$ cat config.mk
export PLATFORM = sky130hd
export DESIGN_NAME = serstat_regs
export DESIGN_NICKNAME = d
export VERILOG_FILES = /design/src/rtl/serstat_pkg.sv /design/src/rtl/serstat_flags.sv /design/src/rtl/serstat_clkdec.sv /design/src/rtl/serstat_regs.sv
export SDC_FILE = /design/constraint.sdc
export NUM_CORES = 1
export LEC_CHECK = 0
export BUFFER_PORTS_ARGS = -buffer_cell sky130_fd_sc_hd__clkbuf_2
export CORE_UTILIZATION = 48
export CTS_BUF_LIST = sky130_fd_sc_hd__clkbuf_8 sky130_fd_sc_hd__clkbuf_16
export CTS_CLUSTER_DIAMETER = 200
export CTS_CLUSTER_SIZE = 40
export DETAILED_ROUTE_END_ITERATION = 8
export PLACE_DENSITY = 0.83
export SYNTH_ARGS = -nofsm -noshare
export SYNTH_HDL_FRONTEND = slang
export SYNTH_HIERARCHICAL = 1
export SYNTH_SLANG_ARGS = --single-unit
export TNS_END_PERCENT = 100
$ cat constraint.sdc
create_clock -name clk -period 4 [get_ports clk]
set_clock_uncertainty 0.2 [all_clocks]
set_input_delay 0.4 -clock clk [delete_from_list [all_inputs] [get_ports clk]]
set_output_delay 0.4 -clock clk [all_outputs]
set_load 0.005 [all_outputs]
$ cat src/rtl/serstat_pkg.sv
package serstat_pkg;
    localparam int FLAG_W  = 8;
    localparam int REG_W   = 16;
    localparam int CK_W    = 2;
    localparam logic [FLAG_W-1:0] CLR_MASK = 8'hF3;
    localparam logic [FLAG_W-1:0] RO_MASK  = 8'h0C;
    localparam logic [FLAG_W-1:0] RST_VAL  = 8'h60;

    typedef struct packed {
        logic [FLAG_W-1:0] flags;
        logic [FLAG_W-1:0] armed;
    } flag_state_t;
endpackage

$ cat src/rtl/serstat_flags.sv
module serstat_flags
    import serstat_pkg::*;
(
    input  logic              clk,
    input  logic              rst_n,
    input  logic              rd_hit,
    input  logic              wr_hit,
    input  logic [FLAG_W-1:0] wdata,
    input  logic [FLAG_W-1:0] hw_stat,
    output logic [FLAG_W-1:0] flags
);
    flag_state_t st_d, st_q;

    always_comb begin
        st_d = st_q;
        for (int i = 0; i < FLAG_W; i++) begin
            if (CLR_MASK[i]) begin
                // clear only an armed bit written as 0; a set event wins
                st_d.flags[i] = (st_q.flags[i] & ~(wr_hit & ~wdata[i] & st_q.armed[i]))
                              | hw_stat[i];
            end else begin
                st_d.flags[i] = hw_stat[i] & RO_MASK[i];
            end
        end
        if (wr_hit)
            st_d.armed = '0;
        else if (rd_hit)
            st_d.armed = st_q.armed | (st_q.flags & CLR_MASK);
    end

    always_ff @(posedge clk or negedge rst_n) begin
        if (!rst_n) begin
            st_q.flags <= RST_VAL;
            st_q.armed <= '0;
        end else begin
            st_q <= st_d;
        end
    end

    assign flags = st_q.flags;
endmodule

$ cat src/rtl/serstat_clkdec.sv
module serstat_clkdec
    import serstat_pkg::*;
(
    input  logic            clk,
    input  logic            rst_n,
    input  logic            wr_hit,
    input  logic [CK_W-1:0] wdata,
    input  logic            sync_mode,
    output logic [CK_W-1:0] ck_field,
    output logic            clk_ext_sel,
    output logic            clk_pin_out_en,
    output logic            clk_pin_is_port
);
    logic [CK_W-1:0] ck_d, ck_q;

    always_comb begin
        ck_d = ck_q;
        if (wr_hit)
            ck_d = wdata;
    end

    always_ff @(posedge clk or negedge rst_n) begin
        if (!rst_n) ck_q <= '0;
        else        ck_q <= ck_d;
    end

    // high bit selects the external source; low bit matters only for internal
    always_comb begin
        clk_ext_sel     = ck_q[1];
        clk_pin_out_en  = !ck_q[1] && (sync_mode || ck_q[0]);
        clk_pin_is_port = !ck_q[1] && !sync_mode && !ck_q[0];
    end

    assign ck_field = ck_q;
endmodule

$ cat src/rtl/serstat_regs.sv
module serstat_regs
    import serstat_pkg::*;
(
    input  logic              clk,
    input  logic              rst_n,
    input  logic              bus_sel,
    input  logic              bus_wr,
    input  logic              bus_addr,
    input  logic [REG_W-1:0]  bus_wdata,
    output logic [REG_W-1:0]  bus_rdata,
    input  logic [FLAG_W-1:0] hw_stat,
    input  logic              sync_mode,
    output logic [FLAG_W-1:0] flags,
    output logic              clk_ext_sel,
    output logic              clk_pin_out_en,
    output logic              clk_pin_is_port
);
    localparam logic STAT_ADDR = 1'b0;
    localparam logic CK_ADDR   = 1'b1;

    logic            stat_rd, stat_wr, ck_wr, any_rd;
    logic [CK_W-1:0] ck_field;
    logic [REG_W-1:0] rdata_d, rdata_q;
    logic            unused_wdata;

    assign any_rd  = bus_sel && !bus_wr;
    assign stat_rd = any_rd && (bus_addr == STAT_ADDR);
    assign stat_wr = bus_sel && bus_wr && (bus_addr == STAT_ADDR);
    assign ck_wr   = bus_sel && bus_wr && (bus_addr == CK_ADDR);
    assign unused_wdata = ^bus_wdata[REG_W-1:FLAG_W];

    serstat_flags u_flags (
        .clk     (clk),
        .rst_n   (rst_n),
        .rd_hit  (stat_rd),
        .wr_hit  (stat_wr),
        .wdata   (bus_wdata[FLAG_W-1:0]),
        .hw_stat (hw_stat),
        .flags   (flags)
    );

    serstat_clkdec u_clkdec (
        .clk             (clk),
        .rst_n           (rst_n),
        .wr_hit          (ck_wr),
        .wdata           (bus_wdata[CK_W-1:0]),
        .sync_mode       (sync_mode),
        .ck_field        (ck_field),
        .clk_ext_sel     (clk_ext_sel),
        .clk_pin_out_en  (clk_pin_out_en),
        .clk_pin_is_port (clk_pin_is_port)
    );

    always_comb begin
        rdata_d = rdata_q;
        if (any_rd) begin
            if (bus_addr == STAT_ADDR)
                rdata_d = {{(REG_W-FLAG_W){1'b0}}, flags};
            else
                rdata_d = {{(REG_W-CK_W){1'b0}}, ck_field};
        end
    end

    always_ff @(posedge clk or negedge rst_n) begin
        if (!rst_n) rdata_q <= '0;
        else        rdata_q <= rdata_d;
    end

    assign bus_rdata = rdata_q;
endmodule

======== After elaboration in Yosys (flattened, before gate mapping) ========
Index checks and enable logic that the tools add are counted.
cells by class
  add/subtract/negate cells ............... 0
  eq/ne operators ......................... 0
  bitwise logic cells ..................... 38
  order comparisons ....................... 0
  reductions and logical operators ........ 14
  divide/modulo/power cells ............... 0
  multiplexer cells ....................... 3
  multiply operators ...................... 0
  shift-type cells ........................ 0
operators by type and width
  cell               number
  $mux 8             3
  $and 1x1->1        18
  $not 1->1          13
  $logic_and 1x1->1  8
  $or 8x8->8         1
  $or 1x1->1         6
  $logic_not 1->1    4
  $reduce_bool 2->1  1
  $logic_or 1x1->1   1
word-level totals
  input port bits ......................... 30
  bits in read-only memories .............. 0
  RAM bits ................................ 0
  memories ................................ 0
  register bits after elaboration ......... 34
  bits in latches ......................... 0

======== Logic depth before layout (Yosys ltp) ========
  word-level depth ........................ 7
  gate-level depth with buffers ........... 5
  mapped depth without buffers ............ 3

======== By module ========
Netlist, hierarchy kept.
by module, submodules not included
  module          times used  area each (um^2)  sequential area each (um^2)  cells each
  serstat_flags   1           575.6             352.8                        50
  serstat_regs    1           481.7             200.2                        39
  serstat_clkdec  1           95.1              50.0                         7

======== Worst setup path after synthesis ========
OpenSTA, ideal clock, no wires.
  kind .................................... input to register
  from .................................... input port bus_addr
  to ...................................... register, netlist name u_flags/flags[1]
  data required time ...................... 3682 ps
  setup slack ............................. 2569 ps
  cell stages on the path ................. 5
  data arrival time ....................... 1113 ps
  path through ............................ buf_6 -> and3b_2 -> buf_6 -> nand3b_4 -> a21o_1
RTL lines
  element          line               RTL
  start, declared  serstat_regs.sv:8  input logic bus_addr,

======== Worst setup path in the final report ========
  from .................................... register u_clkdec.ck_q[1], in the netlist u_clkdec/ck_field[1]
  to ...................................... output port clk_pin_out_en
between the ends
  word-level cells in the longest chain between the ends .. 2
RTL lines
  element                 line                  RTL
  start, declared         serstat_clkdec.sv:14  logic [CK_W-1:0] ck_d, ck_q;
  start signal, assigned  serstat_clkdec.sv:24  else ck_q <= ck_d;
  $logic_not 1->1         serstat_clkdec.sv:30  clk_pin_out_en = !ck_q[1] && (sync_mode || ck_q[0]);
  $logic_and 1x1->1       serstat_clkdec.sv:30
  end, declared           serstat_regs.sv:15    output logic clk_pin_out_en,
Every way passes these cells.

==> run_results.csv <==
group,metric,value,unit
route,drt_iter0_markers,6,
yosys,synth_cells,96,
route,vias,761,
die,die_y,51.0,um
worst_setup_path,cp-end-kind,"output port",
die,initial_utilization,0.516,
yosys,yosysSeqAreaShare,0.523,
power_and_ir_drop,cellPowerDensity,416,nW/um2
hold_path,min_from,"hw_stat[2]",
power_and_ir_drop,ir_drop,0.259,mV
yosys,synth_edf_count,0,
clocking,clkLatencyLatePin,270,ps
sta,rsz0062_at_grt,"no",
sta,fin_crit,1650,ps
route,drt_first_pass_iters,3,
yosys,syn_area,1150,um2
yosys,yosysTopAreaCellShare,0.478,
worst_setup_path,reg2reg_slack,2750,ps
worst_setup_path,path_max_fanout,5,
global_routing,grt_max_degree,25,
die,num_rows,17,
clocking,cts_sinks,24,
hold_path,hold_class,"primary input to flip-flop",
yosys,synth-simple-area-share,0.144,
clocking,cts_made_buffers,3,
clocking,path_clk_slew,80,ps
worst_setup_path,path_class,"flip-flop to output port",
yosys,synthAdderAreaFrac,0,
yosys,synth_common_cells,"22 x dfrtp_1, 17 x buf_4, 12 x nor2_1",
worst_setup_path,worstReg2RegStart,"u_flags/flags[1]",
die,core_area,2230,um2
sta,final-setup-viol-count,0,
yosys,synth_top_family_by_area,"simple AND/OR/NAND/NOR gates",
global_routing,antenna_found_initial,0,
cells_and_area,finalNetCount,157,
clocking,h-tree-depth,1,
yosys,synth_xor_xnor_area_share,0,
placed_design,port_buffers,38,
yosys,synth_top_area_cell,"dfrtp_1",
sta,tightest_slew,829,ps
sta,finalCritPeriodShare,0.413,
yosys,ys_types,21,
worst_setup_path,critical-path-max-stage-delay,420,ps
route,wl,2060,um
power_and_ir_drop,total_power,0.547,mW
route,vias_per_cell,4.94,
sta,finalSetupTns,0,ps
yosys,avgSynthCellArea,12.0,um2
route,routedWlPerCell,13.4,um
yosys,synth_compound_area_frac,0.0706,
cells_and_area,final_cells,154,
hold_path,min_path_cells,1,
cells_and_area,num_antenna_cells,0,
clocking,postCtsResizedCells,0,
worst_setup_path,ff2ff_path_depth,2,
yosys,yosysMostFrequentCell,"dfrtp_1",
placed_design,dpl.cell_count,149,
clocking,cts_max_path_buffers,2,
yosys,ys_ff_latch,24,
yosys,ys.flop_type,"dfrtp_1",
global_routing,grt_pass1_vias,785,
clocking,cts_root_buf,"clkbuf_8",
global_routing,grt_remaining_overflow,0,
worst_setup_path,r2r_end,"bus_rdata[1]",
hold_path,hold-path-endpoint,"u_flags/flags[2]",
yosys,ys_async_sr_fraction,1.00,
sta,report.final.slew_viol_count,0,
sta,relSlewSlack,0.446,
route,ant_nets,0,
route,drc_errors,0,
placed_design,dp_hpwl,1520,um
clocking,tritoncts,"yes",
worst_setup_path,critPathSlowestCell,"dfrtp_1",
run,maxCapViolations,0,
cells_and_area,final_area,1310,um2
global_routing,track_usage,0.184,
die,die_x,51.0,um
worst_setup_path,worst_ep_arrival_time,1050,ps
yosys,synth_mux_area_frac,0.124,
sta,hold_viol,0,
cells_and_area,syn2layout_area_growth,14.0,%
worst_setup_path,critPathLaunchType,"flip-flop",
global_routing,grt_first_pass_wirelength,3440,um
placed_design,placed_cell_area,1250,um2
die,ioPinCount,57,
worst_setup_path,critPathRequiredTime,3400,ps
status,status,"completed",
power_and_ir_drop,leakage,0.646,nW
worst_setup_path,cp_cell_sequence,"o21ba_2 -> clkbuf_2",
sta,fmax,0.605,GHz
yosys,synth_warnings,6,
placed_design,place_congestion,0.727,
die,die_area,2600,um2
cells_and_area,drive_above_1_share,0.516,
yosys,yosys-top-cells-area,"dfrtp_1 48%, buf_4 11%, mux2_2 9.8%",
cell type report:
type	instances	area, um2
flip-flops and latches	24	603
fillers	198	920
multi-input cells	59	420
well taps	28	35.0
repair buffers	39	200
clock buffers	4	55.1
registers in the layout (all words and copies together) (netlist names):
name / cells
bus_rdata: 8
u_flags/flags: 8
u_flags/st_q: 6
u_clkdec/ck_field: 2
metrics by stage:
step	setup WS, ps	utilization	hold WS (ps)
2_1_floorplan	2570	-	-95.6
3_3_place_gp	2150	0.559	201
5_1_grt	2300	0.588	27.6
3_5_place_dp	2100	0.559	216
6_report	2350	0.588	32.2
4_1_cts	2340	0.588	29.3
how the worst max path moves through the flow:
stage	to	from	depth (start not counted)
after floorplan	u_flags/flags[1]	bus_addr	5
after global placement	bus_rdata[2]	bus_sel	3
after detailed placement	u_flags/st_q[5]	bus_addr	4
after CTS	clk_pin_out_en	u_clkdec/ck_field[1]	2
after global routing	clk_pin_out_en	u_clkdec/ck_field[1]	2
final	clk_pin_out_en	u_clkdec/ck_field[1]	2
what timing repair did:
| action | CTS | global route |
|---|---|---|
| hold buffers | 1 | 0 |
| buffers inserted | 0 | 0 |
| hold endpoints to repair | 22 | 0 |
cells by family (layout without fill, tap and decap cells):
| family | after synthesis | in the layout |
|---|---|---|
| buffers and inverters | 20 | 43 |
| muxes | 12 | 12 |
| and+or+nand+nor | 26 | 26 |
| DFF | 24 | 24 |
| other | 1 | 8 |
| AOI/OAI and AO/OA | 13 | 13 |
cells in the final DEF, fill, tap and decap left out:
cell type / count
nor3_1: 1
nand3b_1: 2
clkbuf_8: 4
a21oi_1: 6
mux2_2: 10
a31oi_1: 3
conb_1: 8
nor2_1: 12
and3_2: 1
and3b_2: 1
nand3b_4: 1
dfrtp_1: 22
a21o_1: 3
and2b_2: 5
nor2b_1: 2
o21ba_2: 1
dfstp_2: 2
mux2_4: 2
dlygate4sd3_1: 1
clkbuf_2: 38
nor3b_1: 1
worst max-delay path, delay by kind of cell (launching register included):
family	cells	cell delay [ps]
flip-flops	1	420
buffers and inverters	1	110
AO/OA/AOI/OAI	1	250
layer usage:
metal  vias up  wire length, um  part of all wire  track usage
li1        361                -                 -            -
met2        27             1100              0.54        0.331
met5         -                0                 0            0
met1       368              817              0.40        0.205
met4         0               36             0.018       0.0833
met3         5               98             0.048       0.0387
report_power, final:
part | switching (mW) | internal (mW) | total, mW | leakage, nW
clock network | 0.0759 | 0.0880 | 0.164 | 0.0288
registers | 0.0194 | 0.272 | 0.292 | 0.270
logic | 0.0395 | 0.0515 | 0.0910 | 0.347
total | 0.135 | 0.412 | 0.547 | 0.646
No activity file was read; power rests on OpenSTA's default activity.
